===== config.mk =====
export PLATFORM = sky130hd
export DESIGN_NAME = updc_counter
export DESIGN_NICKNAME = d
export VERILOG_FILES = /design/src/rtl/updc_pkg.sv /design/src/rtl/updc_dir.sv /design/src/rtl/updc_cmp.sv /design/src/rtl/updc_next.sv /design/src/rtl/updc_counter.sv
export SDC_FILE = /design/constraint.sdc
export NUM_CORES = 1
export LEC_CHECK = 0
export ABC_AREA = 1
export BUFFER_PORTS_ARGS = -buffer_cell sky130_fd_sc_hd__clkbuf_2
export CELL_PAD_IN_SITES_DETAIL_PLACEMENT = 0
export CELL_PAD_IN_SITES_GLOBAL_PLACEMENT = 1
export CORE_MARGIN = 1.5
export CORE_UTILIZATION = 35
export DETAILED_ROUTE_END_ITERATION = 16
export GPL_TIMING_DRIVEN = 0
export PLACE_DENSITY = 0.81
export SLEW_MARGIN = 5
export SYNTH_ARGS = -nofsm -noshare
export SYNTH_HDL_FRONTEND = slang
export SYNTH_HIERARCHICAL = 1
export SYNTH_SLANG_ARGS = --single-unit
export TNS_END_PERCENT = 30

===== constraint.sdc =====
create_clock -name clk -period 2.6 [get_ports clk]
set_input_delay 0.52 -clock clk [delete_from_list [all_inputs] [get_ports clk]]
set_output_delay 0.52 -clock clk [all_outputs]
set_load 0.03 [all_outputs]

===== src/rtl/updc_pkg.sv =====
package updc_pkg;
  typedef enum logic [1:0] {
    DIR_NONE = 2'd0,
    DIR_UP   = 2'd1,
    DIR_DN   = 2'd2
  } dir_e;

  localparam int CLR_EXT_BIT   = 0;
  localparam int CLR_MATCH_BIT = 1;
endpackage


===== src/rtl/updc_dir.sv =====
module updc_dir
  import updc_pkg::*;
(
  input  logic en,
  input  logic up,
  input  logic dn,
  output dir_e dir
);
  always_comb begin
    dir = DIR_NONE;
    if (en) begin
      unique case ({up, dn})
        2'b10:   dir = DIR_UP;
        2'b01:   dir = DIR_DN;
        default: dir = DIR_NONE;
      endcase
    end
  end
endmodule


===== src/rtl/updc_cmp.sv =====
module updc_cmp #(
  parameter int W = 16
) (
  input  logic [W-1:0] count,
  input  logic [W-1:0] cmp0,
  input  logic [W-1:0] cmp1,
  output logic         hit0,
  output logic         hit1,
  output logic         at_zero,
  output logic         at_max
);
  localparam logic [W-1:0] ALL_ONES = {W{1'b1}};

  assign hit0    = (count == cmp0);
  assign hit1    = (count == cmp1);
  assign at_zero = (count == '0);
  assign at_max  = (count == ALL_ONES);
endmodule


===== src/rtl/updc_next.sv =====
module updc_next
  import updc_pkg::*;
#(
  parameter int W = 16
) (
  input  logic         en,
  input  logic         mode_b,
  input  logic [1:0]   clr_sel,
  input  logic         reload_en,
  input  logic         ext_clr,
  input  dir_e         dir,
  input  logic [W-1:0] count,
  input  logic [W-1:0] cmp0,
  input  logic         hit0,
  input  logic         hit1,
  input  logic         at_zero,
  input  logic         at_max,
  output logic [W-1:0] nxt_count,
  output logic         nxt_irq0,
  output logic         nxt_irq1,
  output logic         nxt_uflow,
  output logic         nxt_oflow
);
  localparam logic [W-1:0] ALL_ONES = {W{1'b1}};
  localparam logic [W-1:0] ONE      = {{(W-1){1'b0}}, 1'b1};

  logic ext_hit;
  logic up_clear;
  logic dn_clear;
  logic [W-1:0] wrap_low;

  // External clear is honoured only in scheme A and only when selected.
  assign ext_hit  = en && !mode_b && clr_sel[CLR_EXT_BIT] && ext_clr;
  // Up-direction bound: scheme B always, scheme A only when selected.
  assign up_clear = hit0 && (mode_b || clr_sel[CLR_MATCH_BIT]);
  // Down-direction bound exists only in scheme B.
  assign dn_clear = hit1 && mode_b;
  // Value taken on underflow.
  assign wrap_low = (!mode_b && reload_en) ? cmp0 : ALL_ONES;

  always_comb begin
    nxt_count = count;
    nxt_irq0  = 1'b0;
    nxt_irq1  = 1'b0;
    nxt_uflow = 1'b0;
    nxt_oflow = 1'b0;
    if (ext_hit) begin
      nxt_count = '0;
    end else begin
      unique case (dir)
        DIR_UP: begin
          if (up_clear) begin
            nxt_count = '0;
            nxt_irq0  = 1'b1;
          end else begin
            nxt_count = count + ONE;
            nxt_oflow = at_max;
          end
        end
        DIR_DN: begin
          if (dn_clear) begin
            nxt_count = '0;
            nxt_irq1  = 1'b1;
          end else if (at_zero) begin
            nxt_count = wrap_low;
            nxt_uflow = 1'b1;
          end else begin
            nxt_count = count - ONE;
          end
        end
        default: nxt_count = count;
      endcase
    end
  end
endmodule


===== src/rtl/updc_counter.sv =====
module updc_counter
  import updc_pkg::*;
#(
  parameter int W = 16
) (
  input  logic         clk,
  input  logic         rst_n,
  input  logic         en,
  input  logic         mode_b,
  input  logic [1:0]   clr_sel,
  input  logic         reload_en,
  input  logic         ext_clr,
  input  logic         up,
  input  logic         dn,
  input  logic [W-1:0] cmp0,
  input  logic [W-1:0] cmp1,
  output logic [W-1:0] count,
  output logic         irq0,
  output logic         irq1,
  output logic         uflow,
  output logic         oflow
);
  dir_e         dir;
  logic         hit0, hit1, at_zero, at_max;
  logic [W-1:0] nxt_count;
  logic         nxt_irq0, nxt_irq1, nxt_uflow, nxt_oflow;

  updc_dir u_dir (
    .en  (en),
    .up  (up),
    .dn  (dn),
    .dir (dir)
  );

  updc_cmp #(.W(W)) u_cmp (
    .count   (count),
    .cmp0    (cmp0),
    .cmp1    (cmp1),
    .hit0    (hit0),
    .hit1    (hit1),
    .at_zero (at_zero),
    .at_max  (at_max)
  );

  updc_next #(.W(W)) u_next (
    .en        (en),
    .mode_b    (mode_b),
    .clr_sel   (clr_sel),
    .reload_en (reload_en),
    .ext_clr   (ext_clr),
    .dir       (dir),
    .count     (count),
    .cmp0      (cmp0),
    .hit0      (hit0),
    .hit1      (hit1),
    .at_zero   (at_zero),
    .at_max    (at_max),
    .nxt_count (nxt_count),
    .nxt_irq0  (nxt_irq0),
    .nxt_irq1  (nxt_irq1),
    .nxt_uflow (nxt_uflow),
    .nxt_oflow (nxt_oflow)
  );

  always_ff @(posedge clk) begin
    if (!rst_n) begin
      count <= '0;
      irq0  <= 1'b0;
      irq1  <= 1'b0;
      uflow <= 1'b0;
      oflow <= 1'b0;
    end else begin
      count <= nxt_count;
      irq0  <= nxt_irq0;
      irq1  <= nxt_irq1;
      uflow <= nxt_uflow;
      oflow <= nxt_oflow;
    end
  end
endmodule


==> results_dict.tcl, run 1 <==
set metrics [dict create \
    status "finished, final reports clean" \
    setup_ws_ns 0.2600 \
    grt_util_met3_pct 2.031 \
    nFillCells 866 \
    async_reset_ff_share_pct 0 \
    place_area_sq_mm 0.003014 \
    synth-simple-area-share_pct 49.47 \
    antenna_cells 0 \
    core_sq_mm 0.007214 \
    synth.top_cells.by_count "155 x nand2_1, 77 x nor2_1, 75 x inv_1, 41 x nand3_1" \
    hp-class "input port to register" \
    synth-edff-count 0 \
    muxShareOfSynthArea_pct 0 \
    port_buffers 60 \
    maxSlewViolCount 0 \
    dr.pass1.iters 5 \
    synth_compound_area_share_pct 10.43 \
    numCtsBuffers 3 \
    grt_max_degree 13 \
    synth_most_common_cell "nand2_1" \
    synth-xor-area-share_pct 7.778 \
    place_inst 655 \
    min_period_ns 2.340 \
    dpl.hpwl_microns 7069 \
    num_vias 3215 \
    die_w_microns 89.02 \
    critPathRequiredTime_ns 2.78 \
    finalSetupViolCount 0 \
    use_met1_pct 33.08 \
    tns_ns 0 \
    vias_per_cell 4.879 \
    drt_iter0_markers 283 \
    p_per_area_mw_per_mm2 400.8 \
    antenna_found_initial 0 \
    final_nets 607 \
    die_y_microns 89.02 \
    p_leak_nw 1.626 \
    worstSkewPairLatency_ns 0.27 \
    syn-num-nets 542 \
    cts_buffer_depth 2 \
    drive_gt1_share_pct 19.46 \
    grt_pass1_wl_microns 14210 \
    end_kind "register" \
    ant_nets 0 \
    overflow 0 \
    cts-resized-gates 0 \
    htreeDepth 1 \
    path_clk_slew_ns 0.09 \
    drc 0 \
    synth_area_leaders "nand2_1 22%, dfxtp_1 15%, nor2_1 11%" \
    io_pins 62 \
    hold_viol_final 0 \
    criticalPathCategory "register to register" \
    yosysTopAreaCellShare_pct 22.46 \
    hold-worst-slack_ns 0.4802 \
    cap_violations 0 \
    fmax_ghz 0.4273 \
    final_util_pct 42.84 \
    dieArea_sq_mm 0.007925 \
    wl_per_cell_microns 13.82 \
    postSynthCellCount 496 \
    netlist_area_sq_mm 0.002590 \
    crit_fanout 12 \
    cts_tree "built" \
    p_total_mw 1.239 \
    slew_headroom_pct 62.81 \
    cts_setup_buffers 0 \
    post-place-ws_ns 0.03654 \
    ys_seq_area_share_pct 15.46 \
    rsz0062_at_grt "true" \
    initial_core_util_pct 35.90 \
    finalCritPeriodShare_pct 90.00 \
    grt_usage_pct 23.52 \
    area_growth_pct 19.32 \
    final_area_sq_mm 0.003090 \
    synth_top_family_by_area "simple AND/OR/NAND/NOR gates" \
    tightest_slew_ns 0.5578 \
    cp.arrival_ns 2.52 \
    synth.distinct_cells 30 \
    grt_use_met2_pct 38.57 \
    synth_fa_ha_area_share_pct 1.932 \
    yosys_warnings 6 \
    grt_pass1_vias 2840 \
    cp-start-kind "register" \
    routed_wl_microns 9105 \
    finClkSkew_ns 0.005091 \
    clkSinkCount 20 \
    synth-seq-cells 20 \
    top_usage_layer "met2" \
    syn-mean-instance-area_sq_um 5.222 \
    cts-root-buf "clkbuf_8" \
    fin_cells 659 \
    fp-row-count 31 \
    cts_hold_buf 0 \
    gp_congestion 0.8867 \
    yosys.area.top_type "nand2_1" \
    peakVddDrop_mv 0.2387 \
    ys.flop_type "dfxtp_1" \
]
## worst max-delay path: stages (launching register included)
cell and delay, ns:
dfxtp_2 0.49, nand2_1 0.09, nand2_1 0.07, nand2_1 0.05, nor2_1 0.19, nand2_1 0.07
nor2_1 0.13, o21ai_0 0.14, nand2_2 0.25, clkinvlp_4 0.29, o211ai_1 0.16, nand3_1 0.10
nand2_1 0.08, inv_1 0.04, nand2_1 0.05, inv_1 0.04
## kinds of logic after synthesis
family	count (synthesis)
buf+inv	95
simple gates	303
fa+ha+maj	4
xor+xnor	23
compound gates	51
flops	20
## worst paths after layout
check / end / start / cells after the start / slack [ns]
worst max-delay path: count[9]$_SDFF_PN0_ / count[14]$_SDFF_PN0_ / 15 / 0.26
worst min-delay path: count[2]$_SDFF_PN0_ / rst_n / 3 / 0.48
worst max register to register: count[9]$_SDFF_PN0_ / count[14]$_SDFF_PN0_ / 15 / 0.26
worst min register to register: oflow$_SDFF_PN0_ / count[5]$_SDFF_PN0_ / 6 / 0.74
## final cells by class
| cell class | count | area, sq um | area share (%) |
|---|---|---|---|
| inverter | 80 | 304.0 | 9.838 |
| sequential | 20 | 411.6 | 13.32 |
| buffer | 15 | 87.58 | 2.834 |
| timing repair buffer | 60 | 300.3 | 9.717 |
| tap | 99 | 123.9 | 4.008 |
| clock buffer | 4 | 55.05 | 1.781 |
| multi-input combinational | 381 | 1808 | 58.50 |
## sequential cells by signal (all words and copies together) (netlist names)
name,flops
count,16
irq0,1
irq1,1
uflow,1
oflow,1
## where the power goes
part	total, mW	switching [mW]	internal (mW)	leakage, nW
Sequential	0.390	0.0615	0.329	0.167
Combinational	0.582	0.372	0.210	1.43
Clock	0.266	0.131	0.136	0.0288
Total	1.24	0.564	0.675	1.63
## layout by cell type, fill, tap and decap left out
cell type	n
a21oi_1	20
a31oi_1	2
buf_2	8
buf_4	1
buf_6	2
clkbuf_1	2
clkbuf_2	62
clkbuf_8	4
clkinvlp_4	1
dfxtp_1	11
dfxtp_2	9
ha_1	4
inv_1	75
inv_2	4
nand2_1	155
nand2_2	5
nand3_1	40
nand3_2	2
nand4_1	6
nor2_1	77
nor2_2	8
nor2_4	3
nor3_1	2
nor3b_1	1
nor4_1	4
o211ai_1	1
o21ai_0	22
o21ai_1	3
o221ai_1	2
o31ai_1	1
xnor2_1	22
xor2_1	1
## layer usage
metal  share of wire (%)  vias to the layer above
li1                    -                     1658
met2                  45                      126
met4                 1.4                        0
met3                 7.0                        8
met1                  46                     1423
met5                   0                        -
(Power assumes the default switching activity.)
==> run 2: changes to the inputs <==
--- a/config.mk
+++ b/config.mk
@@ -5,7 +5,6 @@
 export SDC_FILE = /design/constraint.sdc
 export NUM_CORES = 1
 export LEC_CHECK = 0
-export ABC_AREA = 1
 export BUFFER_PORTS_ARGS = -buffer_cell sky130_fd_sc_hd__clkbuf_2
 export CELL_PAD_IN_SITES_DETAIL_PLACEMENT = 0
 export CELL_PAD_IN_SITES_GLOBAL_PLACEMENT = 1
@@ -13,7 +12,8 @@
 export CORE_UTILIZATION = 35
 export DETAILED_ROUTE_END_ITERATION = 16
 export GPL_TIMING_DRIVEN = 0
-export PLACE_DENSITY = 0.81
+export PLACE_DENSITY = 0.76
+export SKIP_LAST_GASP = 1
 export SLEW_MARGIN = 5
 export SYNTH_ARGS = -nofsm -noshare
 export SYNTH_HDL_FRONTEND = slang
==> run 2 against run 1 <==
  * Synthesized area down 12%
  * Sequential share of layout area up 2.0 points
  * Total power fell by 27%
  * Largest cell class unchanged
==> results_dict.tcl, run 2 <==
set metrics [dict create \
    io_pins 62 \
    cp-start-kind "register" \
    most-common-layout-cells "60 x clkbuf_2, 38 x xnor2_1, 21 x nand4_1" \
    num_vias 2625 \
    grt_max_degree 14 \
    synth_top_family_by_area "simple AND/OR/NAND/NOR gates" \
    hold_viol_final 0 \
    async_reset_ff_share_pct 0 \
    cts_tree "built" \
    ys.flop_type "dfxtp_1" \
    grt_pass1_vias 2479 \
    crit_fanout 7 \
    cpPeakStageDelay_ns 0.44 \
    cts_hold_buf 0 \
    initial_core_util_pct 36.02 \
    numCtsBuffers 3 \
    synth-simple-area-share_pct 37.53 \
    dieArea_sq_mm 0.007029 \
    drive_gt1_share_pct 32.43 \
    reg2reg_slack_ns 0.11 \
    path_cells "xnor2_1 -> nand4_1 -> nor4_2 -> o21ai_2 -> and2_1 -> clkbuf_1 -> a21o_1 -> a21oi_1 -> o21ai_0 -> and2_1" \
    port_buffers 60 \
    gp_congestion 0.9095 \
    cts_buffer_depth 2 \
    synth-seq-cells 20 \
    multiInputGateArea_sq_mm 0.001747 \
    grt_usage_pct 23.07 \
    criticalPathCategory "register to register" \
    crit_buf_inv 1 \
    crit_slowest_cell "dfxtp_2" \
    finalCritPeriodShare_pct 95.92 \
    cp.arrival_ns 2.66 \
    area_growth_pct 23.36 \
    path_clk_slew_ns 0.09 \
    nFillCells 655 \
    yosys.area.top_type "dfxtp_1" \
    final_common_cell "clkbuf_2" \
    yosys_warnings 6 \
    netlist_area_sq_mm 0.002287 \
    synth.distinct_cells 58 \
    dr.pass1.iters 5 \
    grt_pass1_wl_microns 13010 \
    hp-class "input port to register" \
    muxShareOfSynthArea_pct 0.8753 \
    finalSetupViolCount 0 \
    cts-root-buf "clkbuf_8" \
    top_register "count" \
    vias_per_cell 5.872 \
    p_per_area_mw_per_mm2 322.0 \
    postSynthCellCount 303 \
    synth_area_leaders "dfxtp_1 18%, xnor2_1 15%, nand4_1 5.7%" \
    p_total_mw 0.9084 \
    tns_ns 0 \
    status "finished, final reports clean" \
    antenna_cells 0 \
    yosysTopAreaCellShare_pct 17.51 \
    p_leak_nw 1.056 \
    clkSinkCount 20 \
    crit_top_cell "and2_1" \
    cap_violations 0 \
    rsz0062_at_grt "true" \
    die_w_microns 83.84 \
    final_util_pct 44.43 \
    syn-mean-instance-area_sq_um 7.548 \
    critPathRequiredTime_ns 2.76 \
    tightest_slew_ns 0.6558 \
    synth_compound_area_share_pct 19.58 \
    synth_most_common_cell "xnor2_1" \
    core_sq_mm 0.006350 \
    synth.top_cells.by_count "38 x xnor2_1, 21 x nand4_1, 20 x dfxtp_1, 20 x o21ai_0, 18 x nor2_1" \
    drt_iter0_markers 234 \
    fmax_ghz 0.4010 \
    die_y_microns 83.84 \
    worstSkewPairLatency_ns 0.26 \
    ant_nets 0 \
    routed_wl_microns 8042 \
    overflow 0 \
    syn-num-nets 349 \
    synth-xor-area-share_pct 15.32 \
    end_kind "register" \
    cp_top_family "simple AND/OR/NAND/NOR gates" \
    synth-edff-count 0 \
    post-place-ws_ns -0.4087 \
    fp-row-count 29 \
    largest_reg_flops 16 \
    antenna_found_initial 0 \
    register_area_sq_um 432.9 \
    finClkSkew_ns 0.008499 \
    drc 0 \
    slew_headroom_pct 56.17 \
    min_period_ns 2.494 \
    dpl.hpwl_microns 6197 \
    htreeDepth 1 \
    setup_ws_ns 0.1061 \
    synth_fa_ha_area_share_pct 2.188 \
    wl_per_cell_microns 17.99 \
    ys_seq_area_share_pct 17.51 \
    maxSlewViolCount 0 \
    peakVddDrop_mv 0.2106 \
    hold-worst-slack_ns 0.5188 \
    final_nets 417 \
]
-- run 2: what timing repair did --
| item | 4_1_cts | 5_1_grt |
|---|---|---|
| hold endpoints to repair | 0 | 0 |
| gates resized for setup | 12 | 13 |
| pin swaps | 1 | 2 |
| endpoints found under the setup margin | 15 | 14 |
| buffers inserted | 0 | 4 |
-- run 2: kinds of logic (layout without fill, tap and decap cells) --
logic type,count (synthesis),after routing
AOI/OAI and AO/OA,67,67
xor gates and xnor gates,40,40
adders and majority gates,4,4
buffers and inverters,30,97
DFF,20,20
muxes,2,2
and+or+nand+nor,140,140
-- run 2: through the flow --
| step | std cells | instance area (sq um) |
|---|---|---|
| 2_1_floorplan | 303 | 2287 |
| 5_1_grt | 447 | 2821 |
| 3_3_place_gp | 440 | 2684 |
| 3_5_place_dp | 440 | 2684 |
| 6_report | 447 | 2821 |
| 4_1_cts | 444 | 2765 |
-- run 2: metal layers --
metal | track usage [%] | wire [microns] | up-vias
met5 | 0 | 0 | -
met4 | 5.216 | 56 | 0
met3 | 1.583 | 437 | 4
met2 | 38.49 | 3795 | 111
met1 | 32.55 | 3753 | 1241
li1 | - | - | 1269
-- run 2: final cells by class --
type / count / share of cell area (%)
Multi-Input combinational cell: 253 / 61.91
Sequential cell: 20 / 15.34
Timing Repair Buffer: 64 / 11.71
Buffer: 21 / 4.479
Tap cell: 77 / 3.415
Clock buffer: 4 / 1.951
Inverter: 8 / 1.197
-- run 2: worst reg2reg max path: cells and delay by family (launching register included) --
family / cells / cell delay [ns]
XOR/XNOR: 1 / 0.15
AO/OA/AOI/OAI: 4 / 0.75
buffers and inverters: 1 / 0.21
flip-flops: 1 / 0.44
AND/OR/NAND/NOR: 4 / 0.86
-- run 2: report_power, final --
part	total, mW	internal (mW)	leakage [nW]	switching [mW]
Sequential	0.329	0.309	0.170	0.0199
Clock	0.254	0.135	0.0288	0.119
Combinational	0.326	0.132	0.857	0.193
Total	0.908	0.576	1.06	0.332
-- run 2: worst paths after layout --
path | cells after the start | to | from
max | 10 | count[3]$_SDFF_PN0_ | count[9]$_SDFF_PN0_
min | 2 | count[14]$_SDFF_PN0_ | rst_n
max reg2reg | 10 | count[3]$_SDFF_PN0_ | count[9]$_SDFF_PN0_
min reg2reg | 3 | count[6]$_SDFF_PN0_ | count[6]$_SDFF_PN0_
